===== src/rtl/bpm_pkg.sv =====
package bpm_pkg;
   localparam logic [7:0] OPC_PAGESEL = 8'hFC;
   localparam logic [7:0] OPC_RETI    = 8'h40;

   typedef struct packed {
      logic entry;
      logic reti;
      logic sel;
   } snoop_ev_t;
endpackage


===== src/rtl/bpm_snoop.sv =====
module bpm_snoop
   import bpm_pkg::*;
(
   input  logic       clk,
   input  logic       rst_n,
   input  logic       cpu_sync,
   input  logic       cpu_a0,
   input  logic [7:0] cpu_data,
   output snoop_ev_t  ev
);
   logic       sync_q;
   logic       a0_q;
   logic [7:0] op_q;
   logic       advanced;

   always_ff @(posedge clk) begin
      if (!rst_n) begin
         sync_q <= 1'b0;
         a0_q   <= 1'b0;
         op_q   <= 8'h00;
      end else begin
         sync_q <= cpu_sync;
         if (cpu_sync) begin
            a0_q <= cpu_a0;
            op_q <= cpu_data;
         end
      end
   end

   always_comb begin
      advanced = cpu_a0 ^ a0_q;
      ev.entry = sync_q & ~advanced;
      ev.sel   = sync_q & advanced & (op_q == OPC_PAGESEL);
      ev.reti  = sync_q & advanced & (op_q == OPC_RETI);
   end


   nosync_no_event_chk: assert property (@(posedge clk) disable iff (!rst_n)
      !cpu_sync |=> !(ev.entry || ev.sel || ev.reti));
endmodule


===== src/rtl/bpm_stack.sv =====
module bpm_stack #(
   parameter int W     = 8,
   parameter int DEPTH = 16,
   parameter int DW    = $clog2(DEPTH + 1)
) (
   input  logic          clk,
   input  logic          rst_n,
   input  logic          push,
   input  logic          pop,
   input  logic [W-1:0]  din,
   output logic [W-1:0]  dout,
   output logic          empty,
   output logic          full,
   output logic [DW-1:0] count,
   output logic          ovf,
   output logic          unf
);
   localparam int AW = (DEPTH > 1) ? $clog2(DEPTH) : 1;

   logic [W-1:0]  mem [DEPTH];
   logic [AW-1:0] wr_idx;
   logic [AW-1:0] rd_idx;
   logic [DW-1:0] cnt_dec;

   always_comb begin
      empty   = (count == '0);
      full    = (count == DW'(DEPTH));
      cnt_dec = count - DW'(1);
      wr_idx  = count[AW-1:0];
      rd_idx  = cnt_dec[AW-1:0];
      dout    = mem[rd_idx];
   end

   always_ff @(posedge clk) begin
      if (!rst_n) begin
         count <= '0;
         ovf   <= 1'b0;
         unf   <= 1'b0;
      end else if (push) begin
         if (full) begin
            ovf <= 1'b1;
         end else begin
            mem[wr_idx] <= din;
            count       <= count + DW'(1);
         end
      end else if (pop) begin
         if (empty) unf   <= 1'b1;
         else       count <= cnt_dec;
      end
   end


   count_bound_chk: assert property (@(posedge clk) disable iff (!rst_n)
      count <= DW'(DEPTH));

   ovf_sticky_chk: assert property (@(posedge clk) disable iff (!rst_n)
      ovf |=> ovf);

   unf_sticky_chk: assert property (@(posedge clk) disable iff (!rst_n)
      unf |=> unf);

   push_grow_chk: assert property (@(posedge clk) disable iff (!rst_n)
      push && !full |=> count == $past(count) + DW'(1));
endmodule


===== src/rtl/bus_page_mapper.sv =====
module bus_page_mapper
   import bpm_pkg::*;
#(
   parameter int                PAGE_W   = 8,
   parameter int                OFF_W    = 12,
   parameter logic [15:0]       WIN_BASE = 16'hA000,
   parameter int                DEPTH    = 16,
   parameter logic [PAGE_W-1:0] DEF_PAGE = '0,
   parameter int                PHYS_W   = PAGE_W + OFF_W,
   parameter int                DW       = $clog2(DEPTH + 1)
) (
   input  logic              clk,
   input  logic              rst_n,
   input  logic [15:0]       cpu_addr,
   input  logic [7:0]        cpu_data,
   input  logic              cpu_sync,
   output logic [PHYS_W-1:0] mem_addr,
   output logic              win_hit,
   output logic [PAGE_W-1:0] cur_page,
   output logic [DW-1:0]     nest_depth,
   output logic              stk_ovf,
   output logic              stk_unf
);
   if (PHYS_W != PAGE_W + OFF_W) begin : g_bad_phys
      $error("PHYS_W must equal PAGE_W + OFF_W");
   end
   if (PHYS_W < 16) begin : g_bad_narrow
      $error("physical address must cover the processor address");
   end
   if (OFF_W < 1 || OFF_W > 15) begin : g_bad_off
      $error("OFF_W out of range");
   end
   if (PAGE_W > 8) begin : g_bad_page
      $error("page comes from one operand byte");
   end
   if (DEPTH < 1) begin : g_bad_depth
      $error("DEPTH must be at least 1");
   end

   snoop_ev_t         ev;
   logic [PAGE_W-1:0] page_q;
   logic [PAGE_W-1:0] pend_q;
   logic              pend_v;
   logic [PAGE_W-1:0] stk_top;
   logic              stk_empty;
   logic              stk_full;

   bpm_snoop u_snoop (
      .clk      (clk),
      .rst_n    (rst_n),
      .cpu_sync (cpu_sync),
      .cpu_a0   (cpu_addr[0]),
      .cpu_data (cpu_data),
      .ev       (ev)
   );

   bpm_stack #(.W(PAGE_W), .DEPTH(DEPTH), .DW(DW)) u_stack (
      .clk   (clk),
      .rst_n (rst_n),
      .push  (ev.entry),
      .pop   (ev.reti),
      .din   (page_q),
      .dout  (stk_top),
      .empty (stk_empty),
      .full  (stk_full),
      .count (nest_depth),
      .ovf   (stk_ovf),
      .unf   (stk_unf)
   );

   always_ff @(posedge clk) begin
      if (!rst_n) begin
         page_q <= DEF_PAGE;
         pend_q <= DEF_PAGE;
         pend_v <= 1'b0;
      end else begin
         if (ev.entry)
            page_q <= DEF_PAGE;
         else if (ev.reti)
            page_q <= stk_empty ? DEF_PAGE : stk_top;
         else if (cpu_sync && pend_v)
            page_q <= pend_q;

         if (ev.sel) begin
            pend_q <= cpu_data[PAGE_W-1:0];
            pend_v <= 1'b1;
         end else if (cpu_sync) begin
            pend_v <= 1'b0;
         end
      end
   end

   always_comb begin
      win_hit  = (cpu_addr[15:OFF_W] == WIN_BASE[15:OFF_W]);
      mem_addr = win_hit ? {page_q, cpu_addr[OFF_W-1:0]} : PHYS_W'(cpu_addr);
      cur_page = page_q;
   end


   entry_page_default_chk: assert property (@(posedge clk) disable iff (!rst_n)
      ev.entry |=> cur_page == DEF_PAGE);

   page_hold_chk: assert property (@(posedge clk) disable iff (!rst_n)
      !cpu_sync && !ev.entry && !ev.reti |=> $stable(page_q));

   reti_pop_chk: assert property (@(posedge clk) disable iff (!rst_n)
      ev.reti && !stk_empty |=> nest_depth == $past(nest_depth) - DW'(1));

   full_push_hold_chk: assert property (@(posedge clk) disable iff (!rst_n)
      ev.entry && stk_full |=> stk_ovf && nest_depth == DW'(DEPTH));
endmodule


===== config.mk =====
export PLATFORM = sky130hd
export DESIGN_NAME = bus_page_mapper
export DESIGN_NICKNAME = d
export VERILOG_FILES = /design/src/rtl/bpm_pkg.sv /design/src/rtl/bpm_snoop.sv /design/src/rtl/bpm_stack.sv /design/src/rtl/bus_page_mapper.sv
export SDC_FILE = /design/constraint.sdc
export NUM_CORES = 1
export LEC_CHECK = 0
export CAP_MARGIN = 10
export CORE_MARGIN = 2
export CORE_UTILIZATION = 55
export CTS_CLUSTER_DIAMETER = 200
export DETAILED_ROUTE_END_ITERATION = 10
export DONT_BUFFER_PORTS = 1
export GPL_ROUTABILITY_DRIVEN = 0
export PLACE_DENSITY = 0.73
export SLEW_MARGIN = 20
export SYNTH_ARGS = -nofsm -noshare
export SYNTH_HDL_FRONTEND = slang
export SYNTH_SLANG_ARGS = --single-unit
export TNS_END_PERCENT = 10

===== constraint.sdc =====
create_clock -name clk -period 6.84 [get_ports clk]
set_input_delay 1.368 -clock clk [delete_from_list [all_inputs] [get_ports clk]]
set_output_delay 1.368 -clock clk [all_outputs]
set_load 0.1 [all_outputs]

==> impl_results.md, run 1 <==
* I/O pins at 63
* Critical Path End: mem_addr[19]
* Tmin final at 4706 ps
* TritonCTS Buffers at 17
* Syn Inst Count at 400
* Mux cell area share after synthesis at 16.34%
* Final Util at around 62%
* Post-synthesis area per instance at 16.68 um2
* Number of enable flip-flop cells after synthesis at 128
* First-pass DRT Iterations at 5
* Final period util at 68.79%
* Clk root buf: clkbuf_16
* R2R depth at 9
* FFs w/ async S/R, synth at 0%
* Die Footprint at between 0.01 and 0.015 mm2
* Antenna viol nets, final at 0
* Diodes inserted at 0
* Total Routing Usage GR at 21.62%
* RSZ-0062 raised after global routing: false
* DRT iter0 DRCs at 313
* YS warnings at 0
* Logic pwr share at 8.3%
* Clk pwr share at 44.7%
* Sw frac at 21.84%
* Initial Util at 56.01%
* Final WL at 13380 um
* CTS resizes at 0
* Startpoint types: primary input
* Final TNS setup at 0 ps
* Clock sink count at 162
* Sw Pwr at between 0.4 and 0.5 mW
* Post-Place Cells at 533
* # setup viols final at 0
* Max-Cap Viols at 0
* Kind of critical path: primary input to output pin
* Compound-Gate Fraction of Synth Area at 4.895%
* Achievable Freq at between 200 and 250 MHz
* Clock slew at reported path FFs at 60 ps
* Number of remaining DRC errors at 0
* Hold Path Class: flip-flop to flip-flop
* Crit path cell chain: nor2_1 > and3_1 > and2_1
* R2R Path End: cur_page[5]
* Slowest-stage cell, CP: and3_1
* DR WL/cell at roughly 24 um
* Min Hold Slack at 486.0 ps
* Relative slew slack at roughly a quarter
* Post-synthesis adder-cell area fraction at less than 1%
* Simple-gate portion of the synthesized area at 6.039%
* Finished layout cell area at 0.007431 mm2
* VDD IR max at 228.6 uV
* Initial antenna violation count at 0
* Net Count, Synth at 431
* Cells taking the most area after synthesis: edfxtp_1, dfxtp_1, mux4_2, mux2i_1, nor2_1
* Synth cell types at 43
* Yosys top cell area share at 57.61%
* Post-Place Worst Slack at ~2100 ps
* Placement Cell Area at 0.006792 mm2
* Pint at 1.784 mW
* Final hold viol count at 0
* Worst Setup SP: cpu_addr[12]
* XOR/XNOR share of the synthesized area at under 10%
* Post-synthesis sequential area ratio at 67.82%
* Critical path fanouts, max at 7
* Post-CTS Setup Inserts at 0
* Fraction of layout cells with a size suffix above 1 at 21.05%
* CTS tree: done
* Sequential group share of total power at 47.0%
* Via density at about 6.3
* Post-Layout Cell Count at about 570
* Post-synthesis cell area at 0.006671 mm2
* Std cell rows at 40
* Slew Limit Fails at 0
* Final Skew at 10.41 ps
* Fill count at 864
* Worst-Margin Slew at 1135 ps
* Post-CTS Hold Buffers at 0
* Main combinational cell family by area after synthesis: multiplexers
* Clk_lat worst skew at 420 ps
* DR vias at 3537
* Slowest cell delay on critical path at 930 ps
* Die width at 114.1 um
* Synth Register Bits at about 160
* Core area at between 0.01 and 0.015 mm2
* Vias in the first global route at 3479
* Status: completed
* DP HPWL at a little over 8000 um
* # port buffers at 0
* P per Cell Area at roughly 300 mW/mm2
* Leading area contributor after synthesis: edfxtp_1
* CP Data Arrival Time at 3340 ps
* Final layout net count at 436
* Final WS setup at ~2100 ps
* Crit path required time at roughly 5500 ps
* Area grow syn2layout at 11.38%
* Buffer depth of the longest clock path at 2
* Reg2Reg Launch Point: u_stack.count[0]
* Total power at 2.282 mW
* Endpoint kind of the worst setup timing path: output pin
* Synth Flop Type: edfxtp_1
* Static leakage at between 2 and 2.5 nW
* H-tree lvl count at 4
* Die Y at 114.1 um
* Worst reg2reg setup slack at 3170 ps
* Largest net degree at the start of global routing at 34
* First-pass GRT wire length at 20180 um
* Gr ovfl total at 0
worst min-delay path by stage:
stage,from,to,slack [ps],cells past startpoint
6_report,pend_v,pend_v,490,2
5_1_grt,pend_v,pend_v,500,2
4_1_cts,pend_v,pend_v,490,2
3_5_place_dp,u_snoop.op_q[1],u_snoop.op_q[1],480,2
3_3_place_gp,pend_v,pend_v,460,2
2_1_floorplan,pend_v,pend_v,450,2
synth_stat cells, types with 2 or more instances:
cell / count
edfxtp_1: 128
nor2_1: 40
mux2i_1: 35
dfxtp_1: 34
mux4_2: 27
o21ai_0: 18
buf_4: 12
clkbuf_1: 9
o22a_1: 9
nand2_1: 8
a21oi_2: 7
and2_1: 6
nand3_1: 6
buf_2: 5
mux4_1: 5
nor3_1: 5
a21oi_1: 4
ha_1: 4
inv_1: 4
nand2b_1: 4
o21a_1: 3
a21o_1: 2
and3_1: 2
nand3b_1: 2
or4_1: 2
xnor2_1: 2
cell usage in the layout (no fill, tap or decap), types with 3 or more instances in the layout:
master,Yosys,final
mux2i_1,35,35
bufinv_16,0,5
a21oi_1,4,4
nor2_1,40,40
o22a_1,9,9
nand2b_1,4,4
dfxtp_1,34,32
o21a_1,3,3
nand2_1,8,8
a21oi_2,7,7
and2_1,6,6
o21ai_0,18,18
ha_1,4,3
buf_4,12,15
nor3_1,5,5
mux4_2,27,27
edfxtp_1,128,128
clkbuf_16,0,17
mux4_1,5,5
inv_1,4,4
nand3_1,6,6
clkinvlp_4,0,3
kinds of logic (layout without fill, tap and decap cells):
logic type               Yosys count  after routing
AO/OA/AOI/OAI                     47             47
XOR/XNOR                           5              5
adder cells (fa/ha/maj)            4              4
buffers and inverters             34             52
flip-flops                       162            162
multiplexers                      67             67
AND/OR/NAND/NOR                   81             81
metal layers:
| layer | share of wire (%) | up-vias | track usage (%) |
|---|---|---|---|
| met5 | 0 | - | 0 |
| met4 | 1.8 | 0 | 8.293 |
| met3 | 8.2 | 17 | 5.347 |
| met2 | 50 | 173 | 35.56 |
| met1 | 40 | 1790 | 28.16 |
| li1 | - | 1557 | - |
layout make-up:
class | count | area [um2] | area share, %
clock buffers | 19 | 432.9 | 5.826
repair buffers | 15 | 112.6 | 1.515
well taps | 147 | 183.9 | 2.475
clock inverters | 13 | 206.4 | 2.778
flip-flops and latches | 162 | 4527 | 60.92
multi-input cells | 204 | 1948 | 26.22
inverters | 5 | 20.02 | 0.2694
critical path: cells and delay by family:
family / cells / cell delay, ps
AND/OR/NAND/NOR: 3 / 1960
power groups by stage:
stage / sequential (mW) / clock (mW) / combinational, mW
after floorplan: 1.10 / 0 / 0.182
after global placement: 1.09 / 0 / 0.188
after detailed placement: 1.09 / 0 / 0.191
after CTS: 1.07 / 1.03 / 0.192
after global routing: 1.07 / 1.06 / 0.203
final: 1.07 / 1.02 / 0.189
sequential cells by signal, summed over array words and instances, names as in the netlist:
signal / flops
u_snoop.sync_q: 1
u_stack.count: 5
u_stack.mem: 128
pend_q: 8
cur_page: 8
pend_v: 1
u_snoop.a0_q: 1
u_snoop.op_q: 8
u_stack.unf: 1
u_stack.ovf: 1
Power figures use the tool's default switching activity.
==> run 2, diff against run 1 <==
PLACE_DENSITY = 0.76   (was 0.73)
clock period = 4.1 ns   (was 6.84 ns; I/O delays follow)
==> run 2 against run 1 <==
Worst hold slack got worse by 25 ps. Non-clock buffer count is 11 higher. Wire length is 2.2% higher. Sequential power is 66% higher. Critical endpoint is now cur_page[1]. Utilization rose by 0.10 points. Sequential cell count unchanged. Global-route usage is 0.77 points higher. Setup slack got worse by 1000 ps.
==> impl_results.md, run 2 (synthesized netlist as in run 1, its figures left out) <==
* VDD IR max at 267.5 uV
* Max reg flops at 128
* Clk root buf: clkbuf_16
* CP Data Arrival Time at 3300 ps
* Relative slew slack at 29.15%
* Kind of critical path: flip-flop to flip-flop
* Die Footprint at 0.01303 mm2
* Commonest non-fill, non-tap cell in the layout: edfxtp_1
* Clk_lat worst skew at 420 ps
* Max-Cap Viols at 0
* DR vias at roughly 3600
* CTS tree: done
* Initial antenna violation count at 0
* CTS resizes at 0
* Crit path required time at about 4400 ps
* Via density at 6.260
* Gr ovfl total at 0
* Achievable Freq at between 300 and 400 MHz
* Static leakage at 2.490 nW
* Tmin final at 3007 ps
* Clock sink count at 162
* Worst Setup SP: u_stack.count[0]
* Reg2Reg Launch Point: u_stack.count[0]
* DRT iter0 DRCs at around 340
* Antenna viol nets, final at 0
* Die Y at 114.1 um
* # setup viols final at 0
* Area grow syn2layout at 11.57%
* Number of remaining DRC errors at 0
* Most frequent cells in the layout: edfxtp_1, nor2_1, mux2i_1, dfxtp_1, mux4_2
* Finished layout cell area at ~0.0074 mm2
* Clock slew at reported path FFs at roughly 60 ps
* Post-CTS Hold Buffers at 0
* Die width at approximately 110 um
* DP HPWL at a little over 9000 um
* Post-CTS Setup Inserts at 0
* First-pass GRT wire length at 20730 um
* P per Cell Area at a little under 500 mW/mm2
* Largest net degree at the start of global routing at 25
* Diodes inserted at 0
* Final period util at approximately 73%
* Initial Util at between 50% and 60%
* Final WL at 13680 um
* Startpoint types: flip-flop
* Final Skew at 7.934 ps
* Final Util at 62.49%
* RSZ-0062 raised after global routing: false
* H-tree lvl count at 4
* Placement Cell Area at approximately 0.007 mm2
* Origin of the worst min-delay path: cur_page[7]
* Std cell rows at 40
* Slew Limit Fails at 0
* Hold Path Class: flip-flop to flip-flop
* Final layout net count at 447
* Buffer depth of the longest clock path at 2
* Final hold viol count at 0
* Total Routing Usage GR at 22.39%
* Worst-Margin Slew at 1059 ps
* I/O pins at 63
* TritonCTS Buffers at 17
* Final TNS setup at 0 ps
* DR WL/cell at 23.75 um
* Vias in the first global route at 3594
* Fraction of layout cells with a size suffix above 1 at 24.01%
* Core area at roughly 0.012 mm2
* Total power at between 3 and 4 mW
* Status: completed
* Biggest register: u_stack.mem
* Critical path fanouts, max at 17
* First-pass DRT Iterations at 5
* # port buffers at 0
* Endpoint kind of the worst setup timing path: flip-flop
==> run 2: cell count changes in the layout (fill, tap and decap cells not counted) <==
cell	change
ha_2	-1
clkinvlp_4	+1
buf_4	+11
dfxtp_1	-2
clkinv_2	+1
clkbuf_8	+1
clkinv_1	-1
clkinv_4	+3
dfxtp_2	+2
clkbuf_1	-2
inv_6	+1
ha_1	+1
bufinv_16	-4
==> run 2: layer usage <==
metal / vias to the layer above / wire length, um / GRT usage (%)
met1: 1853 / 5583 / 29.65
met5: - / 0 / 0
met3: 24 / 1131 / 7.305
met2: 152 / 6589 / 34.05
met4: 0 / 373 / 10.49
li1: 1577 / - / -
==> run 2: layout make-up <==
cell class	count	area [um2]
Multi-Input combinational cell	204	1946
Clock buffer	18	439.2
Timing Repair Buffer	26	195.2
Sequential cell	162	4529
Tap cell	147	183.9
Fill cell	829	4468
Clock inverter	14	130.1
Inverter	5	20.02
==> run 2: worst paths after layout <==
kind	to	slack (ps)	depth (start not counted)
max	cur_page[1]	1090	8
max reg2reg	cur_page[1]	1090	8
min reg2reg	u_stack.mem[13][7]	460	0
min	u_stack.mem[13][7]	460	0
==> run 2: where the power goes <==
group | total [mW] | leakage, nW | switching [mW] | internal, mW
logic | 0.334 | 0.894 | 0.199 | 0.134
registers | 1.78 | 1.33 | 0.0162 | 1.77
clock network | 1.50 | 0.267 | 0.640 | 0.856
==> run 2: per-stage QoR <==
stage / instances / worst slack, ps / hold slack, ps
final: 576 / 1093 / 461.1
after global placement: 544 / 1154 / 438.0
after global routing: 576 / 924.2 / 468.3
after floorplan: 400 / 322.3 / 449.5
after CTS: 576 / 1079 / 458.8
after detailed placement: 544 / 1112 / 442.4
==> run 2: worst max-delay path: stages, from the launching register on <==
cell and delay, ps:
dfxtp_2 340, clkinv_2 230, ha_1 400, xor2_4 700, buf_4 280, mux4_2 500, mux2i_1 170, o22a_1 180
a21oi_2 50
